===== src/rtl/npc_predictor.sv =====
module npc_predictor #(
  parameter int XLEN        = 64,
  parameter int BHT_ENTRIES = 8,
  parameter int BTB_ENTRIES = 8,
  parameter int RAS_DEPTH   = 4
) (
  input  logic            clk_i,
  input  logic            rst_ni,
  input  logic            fetch_valid_i,
  input  logic [XLEN-1:0] fetch_pc_i,
  input  logic [1:0]      cf_kind_i,
  input  logic [XLEN-1:0] cf_imm_i,
  input  logic            cf_call_i,
  input  logic            cf_ret_i,
  input  logic            cf_rvc_i,
  input  logic            res_valid_i,
  input  logic [XLEN-1:0] res_pc_i,
  input  logic            res_branch_i,
  input  logic            res_taken_i,
  input  logic [XLEN-1:0] res_target_i,
  input  logic            res_mispredict_i,
  output logic [XLEN-1:0] npc_o,
  output logic            npc_taken_o,
  output logic            redirect_o,
  output logic [XLEN-1:0] redirect_pc_o
);
  localparam int BHT_IW = $clog2(BHT_ENTRIES);
  localparam int BTB_IW = $clog2(BTB_ENTRIES);
  localparam int RAS_PW = $clog2(RAS_DEPTH);
  localparam logic [RAS_PW:0] RAS_FULL = (RAS_PW+1)'(RAS_DEPTH);
  localparam logic [1:0] K_BR = 2'd1, K_JAL = 2'd2, K_JALR = 2'd3;

  logic [1:0]             bht_ctr [BHT_ENTRIES];
  logic [BHT_ENTRIES-1:0] bht_vld;
  logic [XLEN-1:0]        btb_tgt [BTB_ENTRIES];
  logic [BTB_ENTRIES-1:0] btb_vld;
  logic [XLEN-1:0]        ras_mem [RAS_DEPTH];
  logic [RAS_PW-1:0]      ras_ptr;
  logic [RAS_PW:0]        ras_cnt;

  wire [BHT_IW-1:0] f_bidx = fetch_pc_i[BHT_IW+1:2];
  wire [BTB_IW-1:0] f_tidx = fetch_pc_i[BTB_IW+1:2];
  wire [BHT_IW-1:0] r_bidx = res_pc_i[BHT_IW+1:2];
  wire [BTB_IW-1:0] r_tidx = res_pc_i[BTB_IW+1:2];

  wire [RAS_PW-1:0] top_idx   = ras_ptr - RAS_PW'(1);
  wire              ras_empty = (ras_cnt == '0);
  wire [XLEN-1:0]   rel_tgt   = fetch_pc_i + cf_imm_i;
  wire [XLEN-1:0]   seq_pc    = {fetch_pc_i[XLEN-1:2], 2'b00} + XLEN'(4);
  wire [XLEN-1:0]   ret_addr  = fetch_pc_i + (cf_rvc_i ? XLEN'(2) : XLEN'(4));
  wire              br_taken  = bht_vld[f_bidx] ? bht_ctr[f_bidx][1] : cf_imm_i[XLEN-1];
  wire              is_ret    = (cf_kind_i == K_JALR) && cf_ret_i && !cf_call_i;

  wire push = fetch_valid_i && cf_call_i && cf_kind_i[1];
  wire pop  = fetch_valid_i && is_ret && !ras_empty;

  always_comb begin
    npc_taken_o = 1'b0;
    npc_o       = seq_pc;
    unique case (cf_kind_i)
      K_BR:  if (br_taken) begin npc_taken_o = 1'b1; npc_o = rel_tgt; end
      K_JAL: begin npc_taken_o = 1'b1; npc_o = rel_tgt; end
      K_JALR: begin
        if (is_ret) begin
          if (!ras_empty) begin npc_taken_o = 1'b1; npc_o = ras_mem[top_idx]; end
        end else if (btb_vld[f_tidx]) begin
          npc_taken_o = 1'b1;
          npc_o       = btb_tgt[f_tidx];
        end
      end
      default: ;
    endcase
  end

  assign redirect_o    = res_valid_i && res_mispredict_i;
  assign redirect_pc_o = res_target_i;

  always_ff @(posedge clk_i) begin
    if (!rst_ni) begin
      bht_vld <= '0;
      btb_vld <= '0;
      for (int i = 0; i < BHT_ENTRIES; i++) bht_ctr[i] <= 2'd0;
      for (int i = 0; i < BTB_ENTRIES; i++) btb_tgt[i] <= '0;
    end else if (res_valid_i) begin
      if (res_branch_i) begin
        bht_vld[r_bidx] <= 1'b1;
        if (!bht_vld[r_bidx])
          bht_ctr[r_bidx] <= res_taken_i ? 2'd2 : 2'd1;
        else if (res_taken_i && bht_ctr[r_bidx] != 2'd3)
          bht_ctr[r_bidx] <= bht_ctr[r_bidx] + 2'd1;
        else if (!res_taken_i && bht_ctr[r_bidx] != 2'd0)
          bht_ctr[r_bidx] <= bht_ctr[r_bidx] - 2'd1;
      end else begin
        btb_vld[r_tidx] <= 1'b1;
        btb_tgt[r_tidx] <= res_target_i;
      end
    end
  end

  always_ff @(posedge clk_i) begin
    if (!rst_ni) begin
      ras_ptr <= '0;
      ras_cnt <= '0;
      for (int i = 0; i < RAS_DEPTH; i++) ras_mem[i] <= '0;
    end else if (push) begin
      ras_mem[ras_ptr] <= ret_addr;
      ras_ptr          <= ras_ptr + RAS_PW'(1);
      if (ras_cnt != RAS_FULL) ras_cnt <= ras_cnt + (RAS_PW+1)'(1);
    end else if (pop) begin
      ras_ptr <= top_idx;
      ras_cnt <= ras_cnt - (RAS_PW+1)'(1);
    end
  end
endmodule


===== config.mk =====
export PLATFORM = sky130hd
export DESIGN_NAME = npc_predictor
export DESIGN_NICKNAME = d
export VERILOG_FILES = /design/src/rtl/npc_predictor.sv
export SDC_FILE = /design/constraint.sdc
export NUM_CORES = 2
export LEC_CHECK = 0
export BUFFER_PORTS_ARGS = -buffer_cell sky130_fd_sc_hd__buf_2
export CAP_MARGIN = 30
export CELL_PAD_IN_SITES_DETAIL_PLACEMENT = 0
export CELL_PAD_IN_SITES_GLOBAL_PLACEMENT = 1
export CORE_MARGIN = 2
export CORE_UTILIZATION = 50
export CTS_BUF_LIST = sky130_fd_sc_hd__clkbuf_8
export CTS_CLUSTER_SIZE = 12
export DETAILED_ROUTE_END_ITERATION = 7
export PLACE_DENSITY = 0.9
export SETUP_SLACK_MARGIN = 0.3
export SYNTH_ARGS = -nofsm -noshare
export SYNTH_HDL_FRONTEND = slang
export SYNTH_SLANG_ARGS = --single-unit

===== constraint.sdc =====
create_clock -name clk_i -period 9.04 [get_ports clk_i]
set_input_delay 1.356 -clock clk_i [delete_from_list [all_inputs] [get_ports clk_i]]
set_output_delay 1.356 -clock clk_i [all_outputs]
set_load 0.01 [all_outputs]

======== Word level (Yosys, flattened, before mapping) ========
Memory sizes are Yosys's and may differ from the RTL's.
Cells that the tools add are included.
Widths: inputs -> output; s select.
word-level totals
  word-level logic and storage cells ...... 115
  memories ................................ 3
  memory bits (writable) .................. 784
  output and inout bits ................... 130
  register bits after elaboration ......... 21
  input bits .............................. 268
cells by class
  add/subtract/negate cells ............... 9
  bitwise logic cells ..................... 5
  reduce and logical (&&, ||, !) cells .... 22
  equality and inequality tests ........... 6
  muxes and demuxes ....................... 63
  $lt $le $gt $ge ......................... 3
memory list
  memory   depth  bits a word  rd ports  clocked after memory_dff  wr ports  RTL line  source
  btb_tgt  8      64           1         0                         8         35        logic [XLEN-1:0] btb_tgt [BTB_ENTRIES];
  ras_mem  4      64           1         0                         4         37        logic [XLEN-1:0] ras_mem [RAS_DEPTH];
  bht_ctr  8      2            2         0                         8         33        logic [1:0] bht_ctr [BHT_ENTRIES];
operators by type and width
  operator               count
  $mux 64                6
  $pmux 64 s3            1
  $reduce_or 64->1       2
  $add 64x3->64          1
  $add 64x3->64 const B  1
  $add 64x64->64         1
  $mux 1                 38
  $mux 3                 6
  $or 8x8->8             2
  $mux 2                 7
  $logic_and 1x1->1      10
  $bmux 1 s3             3
  $lt 3x4->1 const B     2
  $reduce_and 2->1       3
  $add 2x1->2 const B    2
  $eq 2x2->1 const B     2
  $reduce_bool 2->1      2
  $sub 2x1->2 const B    2
  $add 3x1->3 const B    1
  $demux 1 s3            1
  $ge 3x1->1 const B     1
  $logic_not 1->1        3
  $logic_not 3->1        1
  $ne 3x3->1 const B     1
  8 further kinds        9

======== Logic depth before layout (Yosys ltp) ========
An unclocked memory read counts as a cell.
  depth after elaboration ................. 13
  depth in mapped cells ................... 15
  depth with buffers taken out ............ 12

======== Worst setup path before layout ========
Ideal clock, no wire load.
  kind .................................... input -> register
  start point ............................. input port res_pc_i[3]
  end point ............................... memory btb_tgt[3][0], enable pin
  setup time .............................. 574 ps
  arrival time ............................ 6762 ps
  data required time ...................... 8466 ps
  path slack .............................. 1703 ps
  stages on the path ...................... 5
  path buffers ............................ 2
  path through ............................ clkbuf_1 inv_2 or3_1 clkbuf_1 o21ai_0
RTL lines
  element          RTL line  source
  start, declared  17        input logic [XLEN-1:0] res_pc_i,
  end, declared    35

======== Worst setup path in the final report ========
  start point ............................. input port fetch_pc_i[3]
  end point ............................... output port npc_o[6]
on the way
  cells in the longest elaborated chain, start to end .. 5
  elaborated cells between the ends (all ways) .. 14
  classes of those cells .................. add/sub: 2; mux: 10; memory: 2
ends and longest elaborated chain
  element                                                                RTL line  source
  start, declared                                                        10        input logic [XLEN-1:0] fetch_pc_i,
  parallel branches: the longest is 4 deep, another holds $add 64x3->64  -
  $pmux 64 s3 (*)                                                        60        unique case (cf_kind_i)
  end, declared                                                          22        output logic [XLEN-1:0] npc_o,
Mark *: on every way between the ends. The select of a mux whose other input is x is not followed.

==> results.sh <==
export IMPL_ys_types=85
export IMPL_r2r_cells=6
export IMPL_cts_made_buffers=131
export IMPL_skew_ns=0.0579
export IMPL_powerDensity_mw_per_mm2=179
export IMPL_p_seq_share_pct=50.2
export IMPL_avgViaCountPerCell=6.13
export IMPL_end_kind="primary output"
export IMPL_r2r_start="ras_ptr[1]"
export IMPL_clk_latency_ns=0.80
export IMPL_nets=4103
export IMPL_yosys_warnings=0
export IMPL_crit_chain="buf_6 -> buf_4 -> mux4_2 -> mux2_2 -> nand2_2 -> buf_4 -> nand2_1 -> o21ai_0 -> a21oi_1 -> o221ai_1 -> o221ai_1 -> buf_2"
export IMPL_avgSynthCellArea_um2=12.3
export IMPL_core_mm2=0.0865
export IMPL_slowest_delay_ns=0.62
export IMPL_regToRegSetupSlack_ns=4.90
export IMPL_gp_congestion=1.05
export IMPL_crit_path_end="npc_o[6]"
export IMPL_holdCritPathClass="reg2reg"
export IMPL_hold_violations=0
export IMPL_period_share_pct=73.8
export IMPL_cts_resized=0
export IMPL_worstPathRequired_ns=7.68
export IMPL_port_buffers=336
export IMPL_synth_area_mm2=0.0435
export IMPL_drc_errors=0
export IMPL_drive_above_1_share_pct=21.4
export IMPL_synth_ff_type="edfxtp_1"
export IMPL_peakVddDrop_v=0.000150
export IMPL_tightest_slew_ns=1.08
export IMPL_r2r_end="ras_mem[1][47]"
export IMPL_cts_reportedPaths_clkPinSlew_ns=0.06
export IMPL_post_drt_wl_per_cell_um=28.0
export IMPL_grt_max_degree=83
export IMPL_mostFrequentLayoutCell="edfxtp_1"
export IMPL_cts_sinks=805
export IMPL_antenna_found_initial=15
export IMPL_hold_buffers=0
export IMPL_htreeDepth=4
export IMPL_drt_iter0_markers=3851
export IMPL_combPwrFrac_pct=14.8
export IMPL_run_status="finished clean"
export IMPL_max_cap_viol_count=0
export IMPL_num_vias=30700
export IMPL_grt_total_usage_pct=31.1
export IMPL_post_cts_buffers=0
export IMPL_rows=108
export IMPL_finalSetupViolCount=0
export IMPL_fin_tns_setup_ns=0
export IMPL_postRouteAntennaNets=0
export IMPL_synthArstFlopShare_pct=0
export IMPL_fp_dieW_um=299
export IMPL_worstPathMaxFanout=43
export IMPL_yosysSeqAreaShare_pct=55.1
export IMPL_relSlewSlack_pct=27.5
export IMPL_synth_cells=3537
export IMPL_crit_arrival_ns=5.31
export IMPL_die_h_um=299
export IMPL_p_switching_mw=2.41
export IMPL_cp_top_family="buffers and inverters"
export IMPL_critical_path_n_buffers_inverters=4
export IMPL_first_global_vias=29700
export IMPL_p_clk_share_pct=35.0
export IMPL_layout_common_cells="784 x edfxtp_1, 528 x and2_1, 334 x buf_2, 320 x nor2_1, 263 x nand2_1"
export IMPL_nFillCells=7155
export IMPL_dieArea_mm2=0.0894
export IMPL_cts_max_path_buffers=3
export IMPL_wl_mm=140
export IMPL_fmax_mhz=150
export IMPL_dp_hpwl_mm=96.0
export IMPL_synthToLayoutAreaGrowth_pct=11.2
export IMPL_crit_type="in2out"
export IMPL_cp_start_kind="input port"
export IMPL_ys_ff_latch=805
export IMPL_slew_viol_final=0
export IMPL_grt_pass1_wl_mm=201
export IMPL_min_period_ns=6.67
export IMPL_synth_nets=3876
export IMPL_start_util_pct=50.3
export IMPL_rsz0062_at_grt="false"
export IMPL_finish_utilization_pct=56.0
export IMPL_root_buffer="clkbuf_8"
export IMPL_overflow=0
export IMPL_cts_tree="yes"
export IMPL_leakagePower_nw=18.2
export IMPL_ios=398
export IMPL_p_int_mw=6.23
export IMPL_crit_cells=12
export IMPL_first_pass_iters=8
export IMPL_synth_edff_count=784
export IMPL_p_sw_share_pct=27.9
export IMPL_startpoint="fetch_pc_i[3]"
export IMPL_cp_slowest_cell="nand2_2"
==> synth_stat cells (6+ instances only) <==
library cell | count | share of area, %
a211oi_1 | 8 | 0.14
a21o_1 | 50 | 0.86
a21oi_1 | 104 | 1.2
a221oi_1 | 6 | 0.12
a222oi_1 | 6 | 0.14
a22o_1 | 6 | 0.12
a22oi_1 | 30 | 0.52
a31oi_1 | 9 | 0.13
and2_1 | 528 | 7.6
and3_1 | 32 | 0.46
and4_1 | 10 | 0.20
buf_1 | 21 | 0.18
buf_2 | 47 | 0.54
buf_4 | 67 | 1.2
clkbuf_1 | 161 | 1.4
dfxtp_1 | 21 | 0.97
edfxtp_1 | 784 | 54
ha_1 | 68 | 2.0
inv_1 | 74 | 0.64
mux2_2 | 13 | 0.34
mux2i_1 | 61 | 1.4
mux4_2 | 200 | 10
nand2_1 | 266 | 2.3
nand2b_1 | 19 | 0.27
nand3_1 | 49 | 0.56
nand4_1 | 46 | 0.66
nor2_1 | 328 | 2.8
nor2b_1 | 6 | 0.086
nor3_1 | 33 | 0.38
nor4_1 | 9 | 0.13
o211ai_1 | 11 | 0.19
o21ai_0 | 127 | 1.5
o21ai_1 | 10 | 0.12
o21bai_1 | 10 | 0.17
o221ai_1 | 22 | 0.44
o22ai_1 | 6 | 0.086
o31ai_1 | 7 | 0.12
or2_2 | 8 | 0.12
or3_1 | 14 | 0.20
xnor2_1 | 98 | 2.0
xor2_1 | 79 | 1.6
==> power by group through the flow <==
stage               registers [mW]  logic (mW)  clock network [mW]
floorplan                     4.40       0.734                   0
global placement              4.40        1.25                   0
detailed placement            4.41        1.26                   0
CTS                           4.34        1.26                3.05
global route                  4.35        1.34                3.21
finish                        4.34        1.28                3.02
==> flip-flops by register name, summed over array words and instances (netlist names) <==
register	cells
btb_vld	8
ras_cnt	3
bht_ctr	16
btb_tgt	512
ras_mem	256
ras_ptr	2
bht_vld	8
==> layer usage <==
layer,up-vias,wire length [um],GRT usage (%)
met5,-,77,0
met2,1811,65700,49.0
li1,13400,-,-
met3,279,14000,5.78
met4,10,6540,13.9
met1,15200,54000,42.2
==> stage by stage <==
stage | worst slack (ns) | total power [mW] | cell area, um2 | instances | hold WS, ns
floorplan | 1.70 | 5.14 | 43500 | 3537 | 0.421
global placement | 2.42 | 5.65 | 45800 | 4780 | 0.429
detailed placement | 2.46 | 5.67 | 45900 | 4786 | 0.434
CTS | 2.44 | 8.65 | 48400 | 5009 | 0.455
global route | 2.13 | 8.90 | 48400 | 5010 | 0.468
finish | 2.37 | 8.64 | 48400 | 5015 | 0.456
==> how the worst min path moves through the flow <==
| stage | startpoint | endpoint | slack (ns) | depth (start not counted) |
|---|---|---|---|---|
| floorplan | btb_vld[2] | btb_vld[2] | 0.42 | 1 |
| global placement | btb_vld[1] | btb_vld[1] | 0.43 | 1 |
| detailed placement | btb_vld[0] | btb_vld[0] | 0.43 | 1 |
| CTS | btb_vld[0] | btb_vld[0] | 0.46 | 1 |
| global route | btb_vld[0] | btb_vld[0] | 0.47 | 1 |
| finish | btb_vld[0] | btb_vld[0] | 0.46 | 1 |
==> cell type report <==
class / count / area (um2) / area share, %
Tap cell: 1155 / 1450 / 2.99
Sequential cell: 805 / 24000 / 49.5
Antenna cell: 6 / 15.0 / 0.0310
Timing Repair Buffer: 392 / 2220 / 4.58
Inverter: 77 / 289 / 0.597
Clock buffer: 134 / 1840 / 3.81
Multi-Input combinational cell: 2357 / 18000 / 37.2
Clock inverter: 89 / 616 / 1.27
==> kinds of logic after synthesis <==
family / after synthesis / share of synthesized area [%]
compound gates: 460 / 6.86
xor+xnor: 177 / 3.56
fa+ha+maj: 71 / 2.09
buf+inv: 375 / 3.97
flops: 805 / 55.1
mux: 274 / 12.1
simple gates: 1375 / 16.4
No activity file was read; power rests on OpenSTA's default activity.
